--- config.mk ---
export PLATFORM = sky130hd
export DESIGN_NAME = xbusBridge
export DESIGN_NICKNAME = d
export VERILOG_FILES = /design/src/rtl/xbusPkg.sv /design/src/rtl/xbusData.sv /design/src/rtl/xbusCtrl.sv /design/src/rtl/xbusBridge.sv
export SDC_FILE = /design/constraint.sdc
export NUM_CORES = 1
export LEC_CHECK = 0
export BUFFER_PORTS_ARGS = -buffer_cell sky130_fd_sc_hd__buf_2
export CAP_MARGIN = 10
export CORE_UTILIZATION = 30
export DETAILED_ROUTE_END_ITERATION = 12
export PLACE_DENSITY = 0.57
export SYNTH_ARGS = -nofsm -noshare
export SYNTH_HDL_FRONTEND = slang
export SYNTH_SLANG_ARGS = --single-unit
--- constraint.sdc ---
create_clock -name clk -period 13.4 [get_ports clk]
set_clock_uncertainty 0.15 [all_clocks]
set_input_delay 1.34 -clock clk [delete_from_list [all_inputs] [get_ports clk]]
set_output_delay 1.34 -clock clk [all_outputs]
set_load 0.05 [all_outputs]
--- src/rtl/xbusPkg.sv ---
package xbusPkg;
  localparam int NUM_CS  = 6;
  localparam int CS_W    = $clog2(NUM_CS);
  localparam int ADDR_W  = 32;
  localparam int PAGE_LSB = 4;
  localparam int PAGE_W  = ADDR_W - PAGE_LSB;

  typedef enum logic [2:0] {
    ST_IDLE, ST_RECOV, ST_ADDR, ST_PRE, ST_STROBE, ST_HOLD, ST_DONE
  } xbusState_t;

  typedef struct packed {
    logic loadReq;
    logic csOn;
    logic advOn;
    logic oeOn;
    logic weOn;
    logic drvOn;
    logic capRd;
    logic done;
    logic err;
  } xbusStrobe_t;

  // inclusive window limits per chip select
  function automatic logic [ADDR_W-1:0] winLo(input int idx);
    case (idx)
      0:       return 32'h1A80_0000;
      1:       return 32'h1B00_0000;
      2:       return 32'h1B80_0000;
      3:       return 32'h1D00_0000;
      4:       return 32'h1C80_0000;
      5:       return 32'h1C00_0000;
      default: return 32'hFFFF_FFFF;
    endcase
  endfunction

  function automatic logic [ADDR_W-1:0] winHi(input int idx);
    case (idx)
      0:       return 32'h1AFF_FFFF;
      1:       return 32'h1B7F_FFFF;
      2:       return 32'h1BFF_FFFF;
      3:       return 32'h24FF_FFFF;
      4:       return 32'h1CFF_FFFF;
      5:       return 32'h1C7F_FFFF;
      default: return 32'h0000_0000;
    endcase
  endfunction
endpackage

--- src/rtl/xbusData.sv ---
module xbusData
  import xbusPkg::*;
#(
  parameter int DATA_W = 16,
  parameter int EXT_AW = 9
) (
  input  logic                clk,
  input  logic                rst,
  input  xbusStrobe_t         stb,
  input  logic [ADDR_W-1:0]   reqAddr,
  input  logic [DATA_W-1:0]   reqWdata,
  input  logic [DATA_W-1:0]   extDataIn,
  output logic                decHit,
  output logic [CS_W-1:0]     decCs,
  output logic [PAGE_W-1:0]   decPage,
  output logic [EXT_AW-1:0]   extAddr,
  output logic [NUM_CS-1:0]   extCsN,
  output logic                extOeN,
  output logic                extWeN,
  output logic                extAdvN,
  output logic [DATA_W-1:0]   extDataOut,
  output logic                extDataOe,
  output logic                rspDone,
  output logic                rspErr,
  output logic [DATA_W-1:0]   rspRdata
);
  logic [NUM_CS-1:0] hitVec;
  logic [EXT_AW-1:0] addrReg;
  logic [DATA_W-1:0] wdataReg;
  logic [DATA_W-1:0] rdataReg;
  logic [CS_W-1:0]   csReg;

  for (genvar g = 0; g < NUM_CS; g++) begin : g_win
    assign hitVec[g] = (reqAddr >= winLo(g)) && (reqAddr <= winHi(g));
  end

  always_comb begin
    decCs = '0;
    for (int i = NUM_CS - 1; i >= 0; i--) begin
      if (hitVec[i]) decCs = CS_W'(i);
    end
  end

  assign decHit  = |hitVec;
  assign decPage = reqAddr[ADDR_W-1:PAGE_LSB];

  always_ff @(posedge clk) begin
    if (rst) begin
      addrReg  <= '0;
      wdataReg <= '0;
      rdataReg <= '0;
      csReg    <= '0;
    end else begin
      if (stb.loadReq) begin
        addrReg  <= reqAddr[EXT_AW:1];
        wdataReg <= reqWdata;
        csReg    <= decCs;
      end
      if (stb.capRd) rdataReg <= extDataIn;
    end
  end

  for (genvar g = 0; g < NUM_CS; g++) begin : g_csPin
    assign extCsN[g] = !(stb.csOn && (csReg == CS_W'(g)));
  end

  assign extAddr    = addrReg;
  assign extOeN     = !stb.oeOn;
  assign extWeN     = !stb.weOn;
  assign extAdvN    = !stb.advOn;
  assign extDataOut = wdataReg;
  assign extDataOe  = stb.drvOn;
  assign rspDone    = stb.done;
  assign rspErr     = stb.err;
  assign rspRdata   = rdataReg;
endmodule

--- src/rtl/xbusCtrl.sv ---
module xbusCtrl
  import xbusPkg::*;
#(
  parameter int WAIT_W = 4,
  parameter int LAT_W  = 8,
  parameter int SPC_W  = 2
) (
  input  logic                      clk,
  input  logic                      rst,
  input  logic                      reqValid,
  input  logic                      reqWrite,
  input  logic                      decHit,
  input  logic [CS_W-1:0]           decCs,
  input  logic [PAGE_W-1:0]         decPage,
  input  logic [NUM_CS*WAIT_W-1:0]  cfgRecov,
  input  logic [NUM_CS*WAIT_W-1:0]  cfgWrHold,
  input  logic [NUM_CS*WAIT_W-1:0]  cfgRdWait,
  input  logic [NUM_CS*WAIT_W-1:0]  cfgWrWait,
  input  logic [NUM_CS*WAIT_W-1:0]  cfgRdHold,
  input  logic [NUM_CS*LAT_W-1:0]   cfgRdLat,
  input  logic [NUM_CS*LAT_W-1:0]   cfgWrLat,
  input  logic [NUM_CS*SPC_W-1:0]   cfgAdvOe,
  input  logic [NUM_CS-1:0]         cfgAddrHold,
  output logic                      reqReady,
  output xbusStrobe_t               stb
);
  localparam int TBL   = 2 ** CS_W;
  localparam int CNT_W = $clog2((1 << LAT_W) + (1 << WAIT_W) + 2);

  logic [WAIT_W-1:0] recA [TBL];
  logic [WAIT_W-1:0] whA  [TBL];
  logic [WAIT_W-1:0] rwA  [TBL];
  logic [WAIT_W-1:0] wwA  [TBL];
  logic [WAIT_W-1:0] rhA  [TBL];
  logic [LAT_W-1:0]  rlA  [TBL];
  logic [LAT_W-1:0]  wlA  [TBL];
  logic [SPC_W-1:0]  aoA  [TBL];
  logic              ahA  [TBL];

  for (genvar g = 0; g < TBL; g++) begin : g_tbl
    if (g < NUM_CS) begin : g_live
      assign recA[g] = cfgRecov[g*WAIT_W +: WAIT_W];
      assign whA[g]  = cfgWrHold[g*WAIT_W +: WAIT_W];
      assign rwA[g]  = cfgRdWait[g*WAIT_W +: WAIT_W];
      assign wwA[g]  = cfgWrWait[g*WAIT_W +: WAIT_W];
      assign rhA[g]  = cfgRdHold[g*WAIT_W +: WAIT_W];
      assign rlA[g]  = cfgRdLat[g*LAT_W +: LAT_W];
      assign wlA[g]  = cfgWrLat[g*LAT_W +: LAT_W];
      assign aoA[g]  = cfgAdvOe[g*SPC_W +: SPC_W];
      assign ahA[g]  = cfgAddrHold[g];
    end else begin : g_pad
      assign recA[g] = '0;
      assign whA[g]  = '0;
      assign rwA[g]  = '0;
      assign wwA[g]  = '0;
      assign rhA[g]  = '0;
      assign rlA[g]  = '0;
      assign wlA[g]  = '0;
      assign aoA[g]  = '0;
      assign ahA[g]  = 1'b0;
    end
  end

  xbusState_t        state;
  logic [CNT_W-1:0]  cnt;
  logic [CS_W-1:0]   curCs;
  logic              curWrite;
  logic              curNewPage;
  logic              errFlag;
  logic              lastValid;
  logic [CS_W-1:0]   lastCs;
  logic [PAGE_W-1:0] lastPage;
  logic              lastRead;

  logic             accept, newPageNow, needRec;
  logic [CNT_W-1:0] recLen, preLen, strobeLen, holdLen, spcAh;

  assign accept     = reqValid && (state == ST_IDLE);
  assign newPageNow = !lastValid || (decCs != lastCs) || (decPage != lastPage);
  assign needRec    = lastValid && lastRead && ((decCs != lastCs) || reqWrite);

  always_comb begin
    recLen = (recA[lastCs] == '0) ? CNT_W'(1) : CNT_W'(recA[lastCs]);
    spcAh  = CNT_W'(aoA[curCs]) + CNT_W'(ahA[curCs]);
    if (curWrite) preLen = CNT_W'(ahA[curCs]);
    else          preLen = (CNT_W'(rhA[curCs]) > spcAh) ? CNT_W'(rhA[curCs]) : spcAh;
    strobeLen = CNT_W'(curWrite ? wwA[curCs] : rwA[curCs]) + CNT_W'(1)
              + (curNewPage ? CNT_W'(curWrite ? wlA[curCs] : rlA[curCs]) : CNT_W'(0));
    holdLen = CNT_W'(whA[curCs]);
  end

  always_ff @(posedge clk) begin
    if (rst) begin
      state      <= ST_IDLE;
      cnt        <= '0;
      curCs      <= '0;
      curWrite   <= 1'b0;
      curNewPage <= 1'b0;
      errFlag    <= 1'b0;
      lastValid  <= 1'b0;
      lastCs     <= '0;
      lastPage   <= '0;
      lastRead   <= 1'b0;
    end else begin
      unique case (state)
        ST_IDLE: if (accept) begin
          curCs    <= decCs;
          curWrite <= reqWrite;
          if (!decHit) begin
            errFlag <= 1'b1;
            state   <= ST_DONE;
          end else begin
            errFlag    <= 1'b0;
            curNewPage <= newPageNow;
            lastValid  <= 1'b1;
            lastCs     <= decCs;
            lastPage   <= decPage;
            lastRead   <= !reqWrite;
            if (needRec) begin
              state <= ST_RECOV;
              cnt   <= recLen - CNT_W'(1);
            end else begin
              state <= ST_ADDR;
            end
          end
        end
        ST_RECOV: begin
          if (cnt == '0) state <= ST_ADDR;
          else           cnt   <= cnt - CNT_W'(1);
        end
        ST_ADDR: begin
          if (preLen == '0) begin
            state <= ST_STROBE;
            cnt   <= strobeLen - CNT_W'(1);
          end else begin
            state <= ST_PRE;
            cnt   <= preLen - CNT_W'(1);
          end
        end
        ST_PRE: begin
          if (cnt == '0) begin
            state <= ST_STROBE;
            cnt   <= strobeLen - CNT_W'(1);
          end else begin
            cnt <= cnt - CNT_W'(1);
          end
        end
        ST_STROBE: begin
          if (cnt != '0) begin
            cnt <= cnt - CNT_W'(1);
          end else if (curWrite) begin
            state <= ST_HOLD;
            cnt   <= holdLen;
          end else begin
            state <= ST_DONE;
          end
        end
        ST_HOLD: begin
          if (cnt == '0) state <= ST_DONE;
          else           cnt   <= cnt - CNT_W'(1);
        end
        ST_DONE: state <= ST_IDLE;
        default: state <= ST_IDLE;
      endcase
    end
  end

  always_comb begin
    stb         = '0;
    stb.loadReq = accept;
    stb.csOn    = (state == ST_ADDR) || (state == ST_PRE) ||
                  (state == ST_STROBE) || (state == ST_HOLD);
    stb.advOn   = (state == ST_ADDR);
    stb.oeOn    = (state == ST_STROBE) && !curWrite;
    stb.weOn    = (state == ST_STROBE) && curWrite;
    stb.drvOn   = stb.csOn && curWrite;
    stb.capRd   = stb.oeOn && (cnt == '0);
    stb.done    = (state == ST_DONE);
    stb.err     = (state == ST_DONE) && errFlag;
  end

  assign reqReady = (state == ST_IDLE);
endmodule

--- src/rtl/xbusBridge.sv ---
module xbusBridge
  import xbusPkg::*;
#(
  parameter int DATA_W = 16,
  parameter int EXT_AW = 9,
  parameter int WAIT_W = 4,
  parameter int LAT_W  = 8,
  parameter int SPC_W  = 2
) (
  input  logic                      clk,
  input  logic                      rst,
  input  logic                      reqValid,
  input  logic                      reqWrite,
  input  logic [ADDR_W-1:0]         reqAddr,
  input  logic [DATA_W-1:0]         reqWdata,
  output logic                      reqReady,
  output logic                      rspDone,
  output logic                      rspErr,
  output logic [DATA_W-1:0]         rspRdata,
  input  logic [NUM_CS*WAIT_W-1:0]  cfgRecov,
  input  logic [NUM_CS*WAIT_W-1:0]  cfgWrHold,
  input  logic [NUM_CS*WAIT_W-1:0]  cfgRdWait,
  input  logic [NUM_CS*WAIT_W-1:0]  cfgWrWait,
  input  logic [NUM_CS*WAIT_W-1:0]  cfgRdHold,
  input  logic [NUM_CS*LAT_W-1:0]   cfgRdLat,
  input  logic [NUM_CS*LAT_W-1:0]   cfgWrLat,
  input  logic [NUM_CS*SPC_W-1:0]   cfgAdvOe,
  input  logic [NUM_CS-1:0]         cfgAddrHold,
  output logic [EXT_AW-1:0]         extAddr,
  output logic [NUM_CS-1:0]         extCsN,
  output logic                      extOeN,
  output logic                      extWeN,
  output logic                      extAdvN,
  output logic [DATA_W-1:0]         extDataOut,
  output logic                      extDataOe,
  input  logic [DATA_W-1:0]         extDataIn
);
  xbusStrobe_t       stb;
  logic              decHit;
  logic [CS_W-1:0]   decCs;
  logic [PAGE_W-1:0] decPage;

  xbusCtrl #(.WAIT_W(WAIT_W), .LAT_W(LAT_W), .SPC_W(SPC_W)) u_ctrl (
    .clk(clk), .rst(rst), .reqValid(reqValid), .reqWrite(reqWrite),
    .decHit(decHit), .decCs(decCs), .decPage(decPage),
    .cfgRecov(cfgRecov), .cfgWrHold(cfgWrHold), .cfgRdWait(cfgRdWait),
    .cfgWrWait(cfgWrWait), .cfgRdHold(cfgRdHold), .cfgRdLat(cfgRdLat),
    .cfgWrLat(cfgWrLat), .cfgAdvOe(cfgAdvOe), .cfgAddrHold(cfgAddrHold),
    .reqReady(reqReady), .stb(stb)
  );

  xbusData #(.DATA_W(DATA_W), .EXT_AW(EXT_AW)) u_data (
    .clk(clk), .rst(rst), .stb(stb), .reqAddr(reqAddr), .reqWdata(reqWdata),
    .extDataIn(extDataIn), .decHit(decHit), .decCs(decCs), .decPage(decPage),
    .extAddr(extAddr), .extCsN(extCsN), .extOeN(extOeN), .extWeN(extWeN),
    .extAdvN(extAdvN), .extDataOut(extDataOut), .extDataOe(extDataOe),
    .rspDone(rspDone), .rspErr(rspErr), .rspRdata(rspRdata)
  );
endmodule

=== Yosys cells after proc, flatten, opt, wreduce, memory -nomap -nowiden ===
Cells that the tools add are included.

* Reductions and logical operators: 51
* Mux-type cells: 59
* Equal/unequal tests: 22
* $lt $le $gt $ge: 15
* Bitwise operators: 2
* $add $sub $neg: 7

{| class="wikitable"
|+ Operators by type and width
! operator !! number
|-
| >= comparator 32 x 29 -> 1 bit (second input constant) || 6
|-
| <= comparator 32 x 29 -> 1 bit (second input constant) || 5
|-
| two-way mux 9 bit || 11
|-
| binary-select mux 4 bit (select 3 bit) || 5
|-
| binary-select mux 8 bit (select 3 bit) || 2
|-
| two-way mux 4 bit || 12
|-
| case mux 9 bit (5 select lines) || 1
|-
| two-way mux 8 bit || 5
|-
| two-way mux 3 bit || 13
|-
| subtractor 9 x 1 -> 9 bit (second input constant) || 4
|-
| <= comparator 32 x 30 -> 1 bit (second input constant) || 1
|-
| inequality test 28 bit || 1
|-
| logical AND 1 bit || 20
|-
| logical NOT 9 bit || 2
|-
| case mux 3 bit (6 select lines) || 1
|-
| == test 3 bit (second input constant) || 5
|-
| == test 3 x 2 -> 1 bit (second input constant) || 4
|-
| logical NOT 1 bit || 12
|-
| inequality test 2 x 1 -> 1 bit (second input constant) || 6
|-
| adder 9 x 1 -> 9 bit (second input constant) || 1
|-
| adder 9 bit || 1
|-
| greater-than comparator 4 x 9 -> 1 bit || 1
|-
| nonzero test 9 bit || 1
|-
| >= comparator 4 bit (second input constant) || 2
|-
| other kinds (20) || 34
|}

* Register bits after elaboration: 95
* Output and inout bits: 54
* Input port bits: 302
* Logic and storage cells: 170

=== Logic depth before layout (Yosys ltp) ===
* Depth after elaboration: 15
* Depth in mapped cells: 28

=== By module ===
From an unflattened synthesis, not the netlist that was laid out.

* Cell total of the unflattened synthesis: 828
* Area, all modules: 7194.4 um^2

{| class="wikitable"
|+ By module, submodules not included
! module !! instances !! sequential area each (um^2) !! cells each !! area an instance (um^2)
|-
| xbusCtrl || 1 || 1021.0 || 621 || 5225.0
|-
| xbusData || 1 || 880.8 || 207 || 1969.4
|}

=== Least setup slack after synthesis ===
Ideal clock, no wire load.

* Path kind: input port to flip-flop
* Start: input port cfgAdvOe[6]
* End: register u_ctrl.cnt[7]
* Arrival: 4502 ps
* Path buffers: 0
* Data required time: 13113 ps
* Setup slack: 8611 ps
* Cell stages on the path: 19
* Setup time: 137 ps
* Cells stage by stage: mux2_1 > a21oi_1 > nor2_1 > nor2_1 > a21oi_1 > ha_1 > ha_1 > inv_1 > ha_1 > a211oi_1 > nor2_1 > nor2_1 > nand2_1 > o211ai_1 > ha_1 > o2111a_1 > nor2_1 > a221oi_1 > a311oi_2

* Longest elaborated chain between the ends: 10
* Elaborated cells on any way between the ends: 11

{| class="wikitable"
|+ Ends and longest elaborated chain
! what !! line !! text
|-
| start: declaration || xbusBridge.sv:27 || <nowiki>input logic [NUM_CS*SPC_W-1:0] cfgAdvOe,</nowiki>
|-
| binary-select mux 2 bit (select 3 bit) (*) || xbusCtrl.sv:84 || <nowiki>spcAh = CNT_W'(aoA[curCs]) + CNT_W'(ahA[curCs]);</nowiki>
|-
| two-way mux 2 bit (not written as such) (*) (2 in a row) || xbusCtrl.sv:84 ||
|-
| adder 2 x 1 -> 3 bit (*) || xbusCtrl.sv:84 ||
|-
| greater-than comparator 4 x 9 -> 1 bit || xbusCtrl.sv:86 || <nowiki>else preLen = (CNT_W'(rhA[curCs]) > spcAh) ? CNT_W'(rhA[curCs]) : spcAh;</nowiki>
|-
| two-way mux 9 bit (*) || xbusCtrl.sv:86 ||
|-
| two-way mux 9 bit (*) || xbusCtrl.sv:85 || <nowiki>if (curWrite) preLen = CNT_W'(ahA[curCs]);</nowiki>
|-
| subtractor 9 x 1 -> 9 bit / logical NOT 9 bit (equally long branches) || xbusCtrl.sv:137, xbusCtrl.sv:132 ||
|-
| two-way mux 9 bit (*) || xbusCtrl.sv:132 || <nowiki>if (preLen == '0) begin</nowiki>
|-
| case mux 9 bit (5 select lines) (*) || xbusCtrl.sv:105 || <nowiki>unique case (state)</nowiki>
|-
| end signal: assignment || xbusCtrl.sv:134 || <nowiki>cnt <= strobeLen - CNT_W'(1);</nowiki>
|-
| end signal: assignment || xbusCtrl.sv:137 || <nowiki>cnt <= preLen - CNT_W'(1);</nowiki>
|-
| end signal: assignment || xbusCtrl.sv:143 || <nowiki>cnt <= strobeLen - CNT_W'(1);</nowiki>
|-
| end: declaration || xbusCtrl.sv:65 || <nowiki>logic [CNT_W-1:0] cnt;</nowiki>
|}

Every way passes the cells marked *; elsewhere a longest branch is shown, timed or not. The select of a mux whose other input is x is not followed.
A chain may end at the register's enable or synchronous reset.

=== Final worst setup path ===
* Start: register u_ctrl.curCs[1]
* End: register u_ctrl.cnt[7]

* Longest elaborated chain between the ends: 11
* Elaborated cells on any way between the ends: 37

{| class="wikitable"
|+ Ends and longest elaborated chain
! what !! line !! text
|-
| start: declaration || xbusCtrl.sv:66 || <nowiki>logic [CS_W-1:0] curCs;</nowiki>
|-
| start signal: assignment || xbusCtrl.sv:107 || <nowiki>curCs <= decCs;</nowiki>
|-
| NOT 3 -> 4 bit (not written as such) (*) || n/a ||
|-
| parallel branches: the longest is 9 deep, another holds adder 9 x 1 -> 9 bit || n/a ||
|-
| case mux 9 bit (5 select lines) (*) || xbusCtrl.sv:105 ||
|}

Mark *: on every way between the ends. The select of a mux whose other input is x is not followed.

==> results summary <==
The maximum clock frequency came out at 181 MHz. In this run the worst path has a maximum fanout of 35. The final weighted congestion in routability-driven placement came out at 0.882. The total area inside the core boundary comes to 23400 sq um. The total power came out at 1.25 mW. The pre-CTS setup slack is 7930 ps. The critical path is of the register to register type. The cell count of the worst reg-to-reg path is 19. The actual slew at the worst max-slew pin is between 1000 and 1500 ps. The share of total power dissipated in sequential elements is 28.7%.

The fraction of power consumed by the clock network is 19.6%. The internal power of the cells is 669 uW. In this design, the critical path's most frequently occurring cell is ha_1. The detailed router finished its first iteration with 478 violations. On the critical path, the stage with the largest delay is an instance of dfxtp_2. The maximum single-stage delay on the critical path is 780 ps.

The number of nets produced by synthesis is 1216. The initial antenna violation count came out at 5. In this run the deepest clock path goes through 2 buffers. The end point of the most critical hold path is u_data.rspRdata[6]. The via count of the first global-routing pass came out at 7602. The most frequent cell after synthesis is nand2_1. The count of buffers inserted at the top-level ports is roughly 350.

Ranked by instance count, the synthesized netlist is headed by 186 x nand2_1, 113 x a21oi_1, 92 x dfxtp_1, 57 x nor2_1, 39 x clkbuf_1. The remaining global-route overflow is 0. The worst ir drop on vdd is 0.0735 mV.

In this run switching power makes up a little under half of total power. The count of placed standard cells in the final layout, fillers left out is between 1500 and 2000. The total CTS buffers is 9. TritonCTS built the clock tree. The worst hold path begins at u_data.rspRdata[6]. Of the synthesized area, sequential elements account for 25.8%.

The minimum clock period is 5530 ps. In this run, synthesis inferred 0 flip-flops with an integrated enable. The number of routed nets with antenna violations is 0.

The die is around 160 um tall. The flow ran to the end, and the final reports show no timing, DRC or antenna violations. The synthesized instance count is 899. The portion of the clock cycle consumed by the worst path in the final layout is 41.2%.

The net count of the finished layout came out at 1524. In this run the power spent charging and discharging nets is 581 uW. The hold-fix buffer count after cts came out at 0.

Row generation in the floorplan step produced between 50 and 60 rows. The endpoint identified for the worst register-to-register timing path is u_ctrl.cnt[7]. The worst setup path is launched from a register.

Entering global routing, the biggest net connects 66 pins. Setup repair after global routing left no endpoint under its margin. Counting every sink on the clock net gives 92. The root buffer selected by CTS is clkbuf_16.

The total vias in the final route is between 7000 and 8000. By area the synthesized netlist is led by dfxtp_1 26%, mux4_2 10%, nand2_1 9.8%, a21oi_1 7.9%, mux2i_1 3.2%. The average cell area after synthesis is about 8 sq um. The first-pass GRT wire length came out at 39200 um.

In this run the cell area of the synthesized design comes to 7130 sq um. The static leakage came out at 3.94 nW. The initial core utilization came out at 30.5%. The share of synthesized registers carrying an async set or reset is 0%. The endpoint required time on the critical path is 13440 ps. The worst setup slack for register-to-register paths is approximately 8000 ps. The top flip-flop cell by instance count after synthesis is dfxtp_1. The synthesized design spends more area on one cell type than any other, namely dfxtp_1.

The H-tree was split into 3 levels. The power density normalized to cell area came out at ~130 nW/um^2. The share of post-route cells with drive strength above 1 is ~37%. The total negative slack came out at 0 ps. The detailed placement HPWL is between 15000 and 20000 um. The max-slew violation count came out at 0.

The number of iterations in the first detailed-routing pass is 5. The number of hold violations in the final report is 0. The post-CTS repair timing setup buffer count is 0.

The chip width came out at between 150 and 200 um. The remaining design rule violation count came out at 0. The startpoint identified for the worst register-to-register timing path is u_ctrl.curCs[1]. The area share of the largest cell type after synthesis is 25.8%.

The count of max-cap constraint violations came out at 0. The number of gates resized after CTS was 0. The later-pin clock latency in the skew report came out at 350 ps.

In this run the worst hold path is classified as register to register. For this run, the number of Yosys warnings is 0. Pin placement for this block handled 356 I/O pins. The number of register bits inferred by synthesis came out at 92. The global routing usage summed across all routing layers came out at 20.3%.

The remaining max-slew budget at the tightest pin is 22.7%. The worst path arrival time came out at between 5000 and 6000 ps. Clock-pin slew was measured on the worst setup and hold paths at 70 ps. The area added between synthesis and finish came out at 31.2%. STA classifies the critical path endpoint as a register. The number of setup violations in the final report is 0. The count of fill cells added during filler insertion came out at 2546. The critical path goes through buf_4 -> nor2b_2 -> and2_0 -> o21ai_1 -> nand2_1 -> ha_1 -> ha_1 -> inv_1 -> ha_1 -> a211oi_1 -> nor2_1 -> nor2_1 -> nand2_1 -> o211ai_1 -> ha_1 -> o2111a_1 -> nor2_1 -> a221oi_1 -> a311oi_2. After detailed routing, the average wire length per cell comes to 16.6 um.

In this run, the combinational gates consume 51.8% of the power. The die area came out at 24400 sq um. Along the worst hold path, the cell count comes to 2. After detailed placement, the design holds a cell count of 1515. The wire length reported by the detailed router is 25400 um.

The post-route worst setup slack is 7870 ps. The count of unique library cells instantiated by Yosys is 82. The ratio of routed vias to standard cells came out at 5.13.
[cell type report]
type                    instances  area [sq um]  share of cell area (%)
inverters                      22          82.6                   0.882
repair buffers                362          1830                    19.6
diodes                          2          5.00                  0.0535
multi-input cells             720          4910                    52.5
well taps                     319           399                    4.26
clock inverters                 5          37.5                   0.401
flip-flops and latches         92          1850                    19.7
clock buffers                  11           243                    2.59
[per-layer routing]
metal	track usage, %	part of all wire (%)
met5	0	0.039
met4	6.12	1.5
met3	4.65	7.1
met2	35.3	48
met1	24.7	43
[how the worst max path moves through the flow]
stage	from	endpoint	slack (ps)	cells after the start
5_1_grt	u_ctrl.curCs[1]	u_ctrl.cnt[7]	7380	21
3_5_place_dp	u_ctrl.curCs[1]	u_ctrl.cnt[7]	7930	19
6_report	u_ctrl.curCs[1]	u_ctrl.cnt[7]	7870	19
4_1_cts	u_ctrl.curCs[1]	u_ctrl.cnt[7]	7900	19
3_3_place_gp	u_ctrl.curCs[1]	u_ctrl.cnt[7]	7950	19
2_1_floorplan	cfgAdvOe[6]	u_ctrl.cnt[7]	8610	19
[power groups by stage]
stage	logic, mW	clock network (mW)	registers (mW)
finish	0.647	0.245	0.358
global route	0.706	0.266	0.365
CTS	0.648	0.255	0.357
detailed placement	0.645	0	0.363
global placement	0.642	0	0.362
floorplan	0.422	0	0.421
[cells in the final DEF, fill, tap and decap left out, types with 14 or more instances in the layout]
master / instances
o21ai_1: 15
nor2_1: 57
ha_1: 14
buf_2: 354
xnor2_1: 16
o21ai_0: 20
a21oi_1: 113
nand2_1: 186
dfxtp_1: 90
xor2_1: 23
mux4_2: 33
inv_1: 18
mux2i_1: 23
[cells by family after synthesis]
group / share of synthesized area, %
and+or+nand+nor: 21.4
AOI/OAI and AO/OA: 23.1
DFF: 25.8
buffers and inverters: 5.35
muxes: 16.8
xor gates and xnor gates: 4.79
adders and majority gates: 2.74
[sequential cells by signal, indices dropped and copies added (netlist names)]
| register | flops |
|---|---|
| u_ctrl.lastValid | 1 |
| u_ctrl.curWrite | 1 |
| u_ctrl.lastRead | 1 |
| u_data.extDataOut | 16 |
| u_ctrl.lastCs | 3 |
| u_ctrl.cnt | 9 |
| u_ctrl.curCs | 2 |
| u_ctrl.state | 3 |
| u_ctrl.lastPage | 28 |
| u_ctrl.curNewPage | 1 |
| u_data.rspRdata | 16 |
| u_data.extAddr | 9 |
| u_ctrl.errFlag | 1 |
| u_data.csReg | 1 |
[worst max-delay path, delay by kind of cell (launching register included)]
kind / cells / cell delay, ps
AND/OR/NAND/NOR: 7 / 1200
adder cells (fa/ha/maj): 4 / 1050
flip-flops: 1 / 780
AO/OA/AOI/OAI: 6 / 1540
buffers and inverters: 2 / 560
[through the flow]
step	util (%)	hold WS (ps)	cell area [sq um]
5_1_grt	40.0	324	9350
3_5_place_dp	38.8	293	9070
6_report	40.0	300	9360
3_3_place_gp	38.8	289	9070
2_1_floorplan	-	296	7130
4_1_cts	40.0	303	9350
(Power assumes the default switching activity.)
